===== config.mk =====
export PLATFORM = sky130hd
export DESIGN_NAME = opx_prefix_decoder
export DESIGN_NICKNAME = d
export VERILOG_FILES = /design/src/rtl/opx_pkg.sv /design/src/rtl/opx_main_dec.sv /design/src/rtl/opx_cb_dec.sv /design/src/rtl/opx_ed_dec.sv /design/src/rtl/opx_prefix_decoder.sv
export SDC_FILE = /design/constraint.sdc
export NUM_CORES = 1
export LEC_CHECK = 0
export ABC_AREA = 0
export CAP_MARGIN = 30
export CELL_PAD_IN_SITES_DETAIL_PLACEMENT = 0
export CELL_PAD_IN_SITES_GLOBAL_PLACEMENT = 2
export CORE_ASPECT_RATIO = 1.5
export CORE_MARGIN = 10
export CORE_UTILIZATION = 33
export DETAILED_ROUTE_END_ITERATION = 6
export PLACE_DENSITY_LB_ADDON = 0.3
export REMOVE_ABC_BUFFERS = 1
export SLEW_MARGIN = 20
export SYNTH_ARGS = -nofsm -noshare
export SYNTH_HDL_FRONTEND = slang
export SYNTH_SLANG_ARGS = --single-unit

===== constraint.sdc =====
create_clock -name clk -period 3.1 [get_ports clk]
set_clock_uncertainty 0.2 [all_clocks]
set_input_delay 0.31 -clock clk [delete_from_list [all_inputs] [get_ports clk]]
set_output_delay 0.31 -clock clk [all_outputs]
set_load 0.02 [all_outputs]

===== src/rtl/opx_pkg.sv =====
package opx_pkg;

    typedef enum logic [3:0] {
        G_NOP     = 4'd0,
        G_LD8     = 4'd1,
        G_ALU8    = 4'd2,
        G_INCDEC  = 4'd3,
        G_HALT    = 4'd4,
        G_MISC    = 4'd5,
        G_ROT     = 4'd6,
        G_BITT    = 4'd7,
        G_BITR    = 4'd8,
        G_BITS    = 4'd9,
        G_NEGATE  = 4'd10,
        G_RET_NMI = 4'd11,
        G_RET_INT = 4'd12,
        G_INTMODE = 4'd13,
        G_EXT_MSC = 4'd14,
        G_EXT_NONE= 4'd15
    } grp_e;

    typedef enum logic [2:0] {
        ST_IDLE, ST_PFX, ST_MDISP, ST_XDISP, ST_XOP, ST_CB, ST_ED
    } st_e;

    localparam logic [3:0] SEL_MEM  = 4'd6;
    localparam logic [3:0] SEL_A    = 4'd7;
    localparam logic [3:0] SEL_IMM  = 4'd12;
    localparam logic [3:0] SEL_NONE = 4'd15;

    typedef struct packed {
        grp_e       grp;
        logic [2:0] aux;
        logic [3:0] dst;
        logic [3:0] src;
        logic       mem;
        logic [1:0] idx;
        logic       cen;
        logic [2:0] csel;
        logic [7:0] disp8;
    } rec_t;

    localparam rec_t REC_IDLE = '{grp: G_NOP, aux: 3'd0, dst: SEL_NONE,
                                  src: SEL_NONE, mem: 1'b0, idx: 2'd0,
                                  cen: 1'b0, csel: 3'd0, disp8: 8'd0};

    // Replace a bare H/L register code by an index half when an index is active.
    function automatic logic [3:0] sel_sub(input logic [2:0] code,
                                           input logic [1:0] idx);
        logic [3:0] base;
        base = (idx == 2'd2) ? 4'd10 : 4'd8;
        if (idx != 2'd0 && code == 3'd4) return base;
        if (idx != 2'd0 && code == 3'd5) return base + 4'd1;
        return {1'b0, code};
    endfunction

endpackage


===== src/rtl/opx_main_dec.sv =====
module opx_main_dec
    import opx_pkg::*;
(
    input  logic [7:0] op,
    input  logic [1:0] idx,
    output rec_t       rec,
    output logic       need_disp
);
    logic [1:0] fx;
    logic [2:0] fy;
    logic [2:0] fz;
    logic       mem;

    assign fx = op[7:6];
    assign fy = op[5:3];
    assign fz = op[2:0];

    always_comb begin
        rec     = REC_IDLE;
        rec.grp = G_MISC;
        rec.idx = idx;
        mem     = 1'b0;
        if (op == 8'h00) begin
            rec.grp = G_NOP;
        end else if (op == 8'h76) begin
            rec.grp = G_HALT;
        end else begin
            unique case (fx)
                2'd1: begin
                    rec.grp = G_LD8;
                    mem     = (fy == 3'd6) || (fz == 3'd6);
                    if (mem) begin
                        rec.dst = {1'b0, fy};
                        rec.src = {1'b0, fz};
                    end else begin
                        rec.dst = sel_sub(fy, idx);
                        rec.src = sel_sub(fz, idx);
                    end
                end
                2'd2: begin
                    rec.grp = G_ALU8;
                    rec.aux = fy;
                    rec.dst = SEL_A;
                    mem     = (fz == 3'd6);
                    rec.src = mem ? SEL_MEM : sel_sub(fz, idx);
                end
                2'd0: begin
                    if (fz == 3'd4 || fz == 3'd5) begin
                        rec.grp = G_INCDEC;
                        rec.aux = {2'b00, fz[0]};
                        mem     = (fy == 3'd6);
                        rec.dst = mem ? SEL_MEM : sel_sub(fy, idx);
                        rec.src = rec.dst;
                    end else if (fz == 3'd6) begin
                        rec.grp = G_LD8;
                        mem     = (fy == 3'd6);
                        rec.dst = mem ? SEL_MEM : sel_sub(fy, idx);
                        rec.src = SEL_IMM;
                    end
                end
                2'd3: begin
                    if (fz == 3'd6) begin
                        rec.grp = G_ALU8;
                        rec.aux = fy;
                        rec.dst = SEL_A;
                        rec.src = SEL_IMM;
                    end
                end
                default: ;
            endcase
        end
        rec.mem   = mem && (idx != 2'd0);
        need_disp = rec.mem;
    end
endmodule


===== src/rtl/opx_cb_dec.sv =====
module opx_cb_dec
    import opx_pkg::*;
(
    input  logic [7:0] op,
    input  logic       indexed,
    input  logic [1:0] idx,
    input  logic [7:0] disp8,
    output rec_t       rec
);
    logic [2:0] fz;
    assign fz = op[2:0];

    always_comb begin
        rec     = REC_IDLE;
        rec.aux = op[5:3];
        unique case (op[7:6])
            2'd0: rec.grp = G_ROT;
            2'd1: rec.grp = G_BITT;
            2'd2: rec.grp = G_BITR;
            default: rec.grp = G_BITS;
        endcase
        if (indexed) begin
            rec.src   = SEL_MEM;
            rec.dst   = (op[7:6] == 2'd1) ? SEL_NONE : SEL_MEM;
            rec.mem   = 1'b1;
            rec.idx   = idx;
            rec.cen   = (fz != 3'd6);
            rec.csel  = (fz != 3'd6) ? fz : 3'd0;
            rec.disp8 = disp8;
        end else begin
            rec.src = {1'b0, fz};
            rec.dst = (op[7:6] == 2'd1) ? SEL_NONE : {1'b0, fz};
        end
    end
endmodule


===== src/rtl/opx_ed_dec.sv =====
module opx_ed_dec
    import opx_pkg::*;
(
    input  logic [7:0] op,
    output rec_t       rec
);
    always_comb begin
        rec     = REC_IDLE;
        rec.grp = G_EXT_NONE;
        if (op[7:6] == 2'd1) begin
            unique case (op[2:0])
                3'd4: rec.grp = G_NEGATE;
                3'd5: rec.grp = op[3] ? G_RET_INT : G_RET_NMI;
                3'd6: begin
                    rec.grp = G_INTMODE;
                    unique case (op[4:3])
                        2'd2:    rec.aux = 3'd1;
                        2'd3:    rec.aux = 3'd2;
                        default: rec.aux = 3'd0;
                    endcase
                end
                default: rec.grp = G_EXT_MSC;
            endcase
        end else if (op[7:5] == 3'b101 && !op[2]) begin
            rec.grp = G_EXT_MSC;
        end
    end
endmodule


===== src/rtl/opx_prefix_decoder.sv =====
module opx_prefix_decoder
    import opx_pkg::*;
#(
    parameter int          DISP_W  = 16,
    parameter logic [7:0]  PFX_X   = 8'hDD,
    parameter logic [7:0]  PFX_Y   = 8'hFD,
    parameter logic [7:0]  PFX_BIT = 8'hCB,
    parameter logic [7:0]  PFX_EXT = 8'hED
) (
    input  logic              clk,
    input  logic              rst_n,
    input  logic              byte_valid,
    input  logic [7:0]        byte_in,
    output logic              done,
    output logic [3:0]        grp,
    output logic [2:0]        aux,
    output logic [3:0]        dst_sel,
    output logic [3:0]        src_sel,
    output logic              mem_indexed,
    output logic [1:0]        idx_sel,
    output logic              copy_en,
    output logic [2:0]        copy_sel,
    output logic [DISP_W-1:0] disp
);
    localparam int EXT_W = DISP_W - 8;

    st_e        st_q, st_d;
    logic [1:0] idx_q, idx_d;
    logic [7:0] dsp_q, dsp_d;
    rec_t       pend_q, pend_d;
    rec_t       rec_q, emit_rec;
    logic       done_q, emit;

    rec_t       main_rec, cb_rec, ed_rec;
    logic       main_need;
    logic [1:0] main_idx;
    logic       is_idx_pfx;
    logic [1:0] pfx_code;

    assign main_idx   = (st_q == ST_PFX) ? idx_q : 2'd0;
    assign is_idx_pfx = (byte_in == PFX_X) || (byte_in == PFX_Y);
    assign pfx_code   = (byte_in == PFX_Y) ? 2'd2 : 2'd1;

    opx_main_dec u_main (
        .op        (byte_in),
        .idx       (main_idx),
        .rec       (main_rec),
        .need_disp (main_need)
    );

    opx_cb_dec u_cb (
        .op      (byte_in),
        .indexed (st_q == ST_XOP),
        .idx     (idx_q),
        .disp8   (dsp_q),
        .rec     (cb_rec)
    );

    opx_ed_dec u_ed (
        .op  (byte_in),
        .rec (ed_rec)
    );

    // State register
    always_ff @(posedge clk) begin
        if (!rst_n) begin
            st_q   <= ST_IDLE;
            idx_q  <= 2'd0;
            dsp_q  <= 8'd0;
            pend_q <= REC_IDLE;
        end else begin
            st_q   <= st_d;
            idx_q  <= idx_d;
            dsp_q  <= dsp_d;
            pend_q <= pend_d;
        end
    end

    // Next state and record selection
    always_comb begin
        st_d     = st_q;
        idx_d    = idx_q;
        dsp_d    = dsp_q;
        pend_d   = pend_q;
        emit     = 1'b0;
        emit_rec = REC_IDLE;
        if (byte_valid) begin
            unique case (st_q)
                ST_IDLE, ST_PFX: begin
                    if (is_idx_pfx) begin
                        emit  = (st_q == ST_PFX);
                        idx_d = pfx_code;
                        st_d  = ST_PFX;
                    end else if (byte_in == PFX_BIT) begin
                        st_d  = (st_q == ST_PFX) ? ST_XDISP : ST_CB;
                    end else if (byte_in == PFX_EXT) begin
                        idx_d = 2'd0;
                        st_d  = ST_ED;
                    end else if (main_need) begin
                        pend_d = main_rec;
                        st_d   = ST_MDISP;
                    end else begin
                        emit     = 1'b1;
                        emit_rec = main_rec;
                        idx_d    = 2'd0;
                        st_d     = ST_IDLE;
                    end
                end
                ST_MDISP: begin
                    emit           = 1'b1;
                    emit_rec       = pend_q;
                    // The pending slot holds a zero displacement field.
                    emit_rec.disp8 = pend_q.disp8 | byte_in;
                    idx_d          = 2'd0;
                    st_d           = ST_IDLE;
                end
                ST_XDISP: begin
                    dsp_d = byte_in;
                    st_d  = ST_XOP;
                end
                ST_XOP, ST_CB: begin
                    emit     = 1'b1;
                    emit_rec = cb_rec;
                    idx_d    = 2'd0;
                    st_d     = ST_IDLE;
                end
                ST_ED: begin
                    emit     = 1'b1;
                    emit_rec = ed_rec;
                    st_d     = ST_IDLE;
                end
                default: st_d = ST_IDLE;
            endcase
        end
    end

    // Output record register
    always_ff @(posedge clk) begin
        if (!rst_n) begin
            done_q <= 1'b0;
            rec_q  <= REC_IDLE;
        end else begin
            done_q <= emit;
            if (emit) rec_q <= emit_rec;
        end
    end

    assign done        = done_q;
    assign grp         = rec_q.grp;
    assign aux         = rec_q.aux;
    assign dst_sel     = rec_q.dst;
    assign src_sel     = rec_q.src;
    assign mem_indexed = rec_q.mem;
    assign idx_sel     = rec_q.idx;
    assign copy_en     = rec_q.cen;
    assign copy_sel    = rec_q.csel;

    generate
        if (EXT_W > 0) begin : g_sext
            assign disp = {{EXT_W{rec_q.disp8[7]}}, rec_q.disp8};
        end else begin : g_trunc
            assign disp = rec_q.disp8[DISP_W-1:0];
        end
    endgenerate
endmodule


==> run metrics <==
status=finished, final reports clean; root buffer cell=clkbuf_16; CTS tree=yes; R2R Path Start=st_q[0]; Hold Path Depth=2; peak supply drop=0.000286 V; Nets=520; count of pins over their slew limit=0; Area Growth Syn to Fin=30.3%; detailed-route DRC error count=0; Cell Pwr Density=432 nW/um^2; RSZ-0062 raised after global routing=no; TritonRoute pass-1 iters=5; worst min-delay path class=reg2reg; MaxCap Viol Count=0; number of synthesized flops with an enable pin=0; Slew headroom=roughly two fifths; leading cell type in the layout, fill and taps excluded=dfxtp_1; period utilization=about 89%; CORE AREA=between 10000 and 15000 sq um; synthesized cell area=approximately 3700 sq um; end of the worst register-to-register path=aux[1]; CTS max path bufs=2; first-pass GRT wire length=approximately 21000 microns; Critical Path RT=around 3100 ps; min cycle time layout=between 2000 and 3000 ps; CTS buffer count=9; Die Y=~150 microns; Post CTS Setup Buffer Count=0; initial core utilization=about a third; die area=around 16000 sq um; initial antenna violation count=0; detailed placement HPWL=approximately 10000 microns; Skew-Pair Late Insertion Delay=around 340 ps; Wirelength per Cell=20.2 microns; CP max FO=8; Async SR Flop Fraction=0%; Leak=1.68 nW; I/O pins=50; share of post-route cells with drive strength above 1=between 20% and 30%; Rows=47; Cells after Synth=approximately 450; Post-Route WL=around 13000 microns; reg2reg setup slack=approximately 460 ps; Synth Register Bits=a little over 60; clock-pin slew on the worst setup and hold paths=50 ps; most frequent cells in the layout=dfxtp_1 (61), buf_4 (51), clkdlybuf4s50_1 (49); largest net degree at the start of global routing=24; CP Class=in2reg; Hold Path End=pend_q[28]; most common flop cell mapped by yosys=dfxtp_1; Worst Hold Launch=pend_q[28]; vias per cell=5.58; fmax=~0.36 GHz; vias in the first global route=between 3k and 4k; Fin. Hold Viols=0; ant diodes=0; WP data arrival=about 2800 ps; aggregate global-route resource usage=between 15 and 20%; IO buf count=49; cts hold-fix bufs=0; syn avg cell area=8.21 sq um; largest area contributor in the netlist=dfxtp_1; synthesis warning total=0; post-cts resize count=0; Worst Setup Slack, final=344 ps; Sink Count=61; Place WS=-8.68 ps; DRT antenna net count=0; setup TNS=0 ps; Synth area leaders=dfxtp_1 (33%), a21oi_1 (5.2%), nand2_1 (4.9%), mux2i_1 (3.6%), a211oi_2 (3.1%); top cell type's share of synthesized area=around 33%; crit start category=primary input; count of final setup violators=0; total grt overflow=0; # H-tree levels=3; CP endpoint kind=register; Worst Max-Slew Pin Slew=between 800 and 900 ps; Final Util=between 40 and 50%; GPL Wtd Cong=0.927; reg2reg path depth=7; synth unique cells=70; Seq/Total Area, Yosys=33.4%; die width=106 microns; DR iter-0 viols=about 240; vias=3685
==> stage by stage <==
step / instances / hold WS, ps / total power, W / cell area (sq um)
after CTS: 660 / 235 / 0.00208 / 4760
after detailed placement: 645 / 226 / 0.00117 / 4500
after global placement: 645 / 230 / 0.00117 / 4500
after floorplan: 394 / 172 / 0.000978 / 3350
final: 660 / 234 / 0.00206 / 4760
after global routing: 660 / 271 / 0.00214 / 4760
==> critical path, stage by stage <==
cell and delay [ps]:
clkdlybuf4s50_1 740, and4bb_1 300, nand3_1 110, buf_4 190, nand3_1 240, o211ai_1 210, o31ai_1 370, buf_4 170
a41oi_2 100
==> cell type report <==
| type | count | area [sq um] |
|---|---|---|
| Clock inverter | 5 | 27.5 |
| Timing Repair Buffer | 104 | 953 |
| Fill cell | 1140 | 6180 |
| Clock buffer | 10 | 239 |
| Sequential cell | 61 | 1220 |
| Inverter | 8 | 30.0 |
| Multi-Input combinational cell | 325 | 2110 |
| Tap cell | 147 | 184 |
==> per-layer routing <==
metal | vias up | global-route usage [%] | share of wire (%) | wire length [microns]
met2 | 99 | 30.2 | 52 | 6950
met3 | 18 | 3.20 | 5.0 | 662
met1 | 1787 | 19.8 | 40 | 5390
li1 | 1781 | - | - | -
met5 | - | 0 | 0 | 0
met4 | 0 | 8.08 | 2.3 | 312
==> Yosys cell counts, drive strengths merged (3+ instances only) <==
master / number
o31ai: 6
a31oi: 4
nand3: 18
a31o: 3
o21a: 5
nor2b: 8
a21oi: 40
o211ai: 10
a211oi: 11
nand2: 50
nand2b: 5
buf: 28
nor4: 11
nor4b: 3
inv: 7
or3: 4
o22ai: 3
and3: 3
clkbuf: 23
o21ai: 21
dfxtp: 61
a41oi: 3
a22oi: 9
a311oi: 4
mux2i: 13
nor3: 18
nor2: 30
o32ai: 3
o311ai: 3
nand3b: 4
==> kinds of logic (layout without fill, tap and decap cells) <==
family | after synthesis | in the layout | synth area share, %
muxes | 13 | 13 | 3.56
AOI/OAI and AO/OA | 140 | 140 | 28.7
buffers and inverters | 59 | 127 | 9.14
xor gates and xnor gates | 1 | 1 | 0.240
DFF | 61 | 61 | 33.4
and+or+nand+nor | 171 | 171 | 24.9
==> worst max-delay path by stage <==
stage          startpoint          to  slack [ps]  cells after the start
6_report       byte_in[4]  dst_sel[3]         340                      9
5_1_grt        byte_in[0]  pend_q[16]         190                      9
4_1_cts        byte_in[4]  dst_sel[3]         340                      9
3_5_place_dp   byte_in[0]  pend_q[16]          -9                      9
3_3_place_gp   byte_in[4]  dst_sel[3]           7                      9
2_1_floorplan     st_q[0]  pend_q[12]       -1090                      6
==> power breakdown <==
group	internal, W	total (W)	leakage, nW	switching, W
sequential	0.000806	0.000817	0.497	0.0000117
clock	0.000551	0.000908	0.134	0.000357
combinational	0.000146	0.000332	1.05	0.000186
==> state kept, by name, summed over array words and instances, names as in the netlist <==
| signal | cells |
|---|---|
| pend_q | 17 |
| disp | 8 |
| dsp_q | 8 |
| dst_sel | 4 |
| grp | 4 |
| src_sel | 4 |
| aux | 3 |
| copy_sel | 3 |
| st_q | 3 |
| idx_q | 2 |
| idx_sel | 2 |
| copy_en | 1 |
| done | 1 |
| mem_indexed | 1 |
Note: power is estimated with default switching activity, not from simulation.
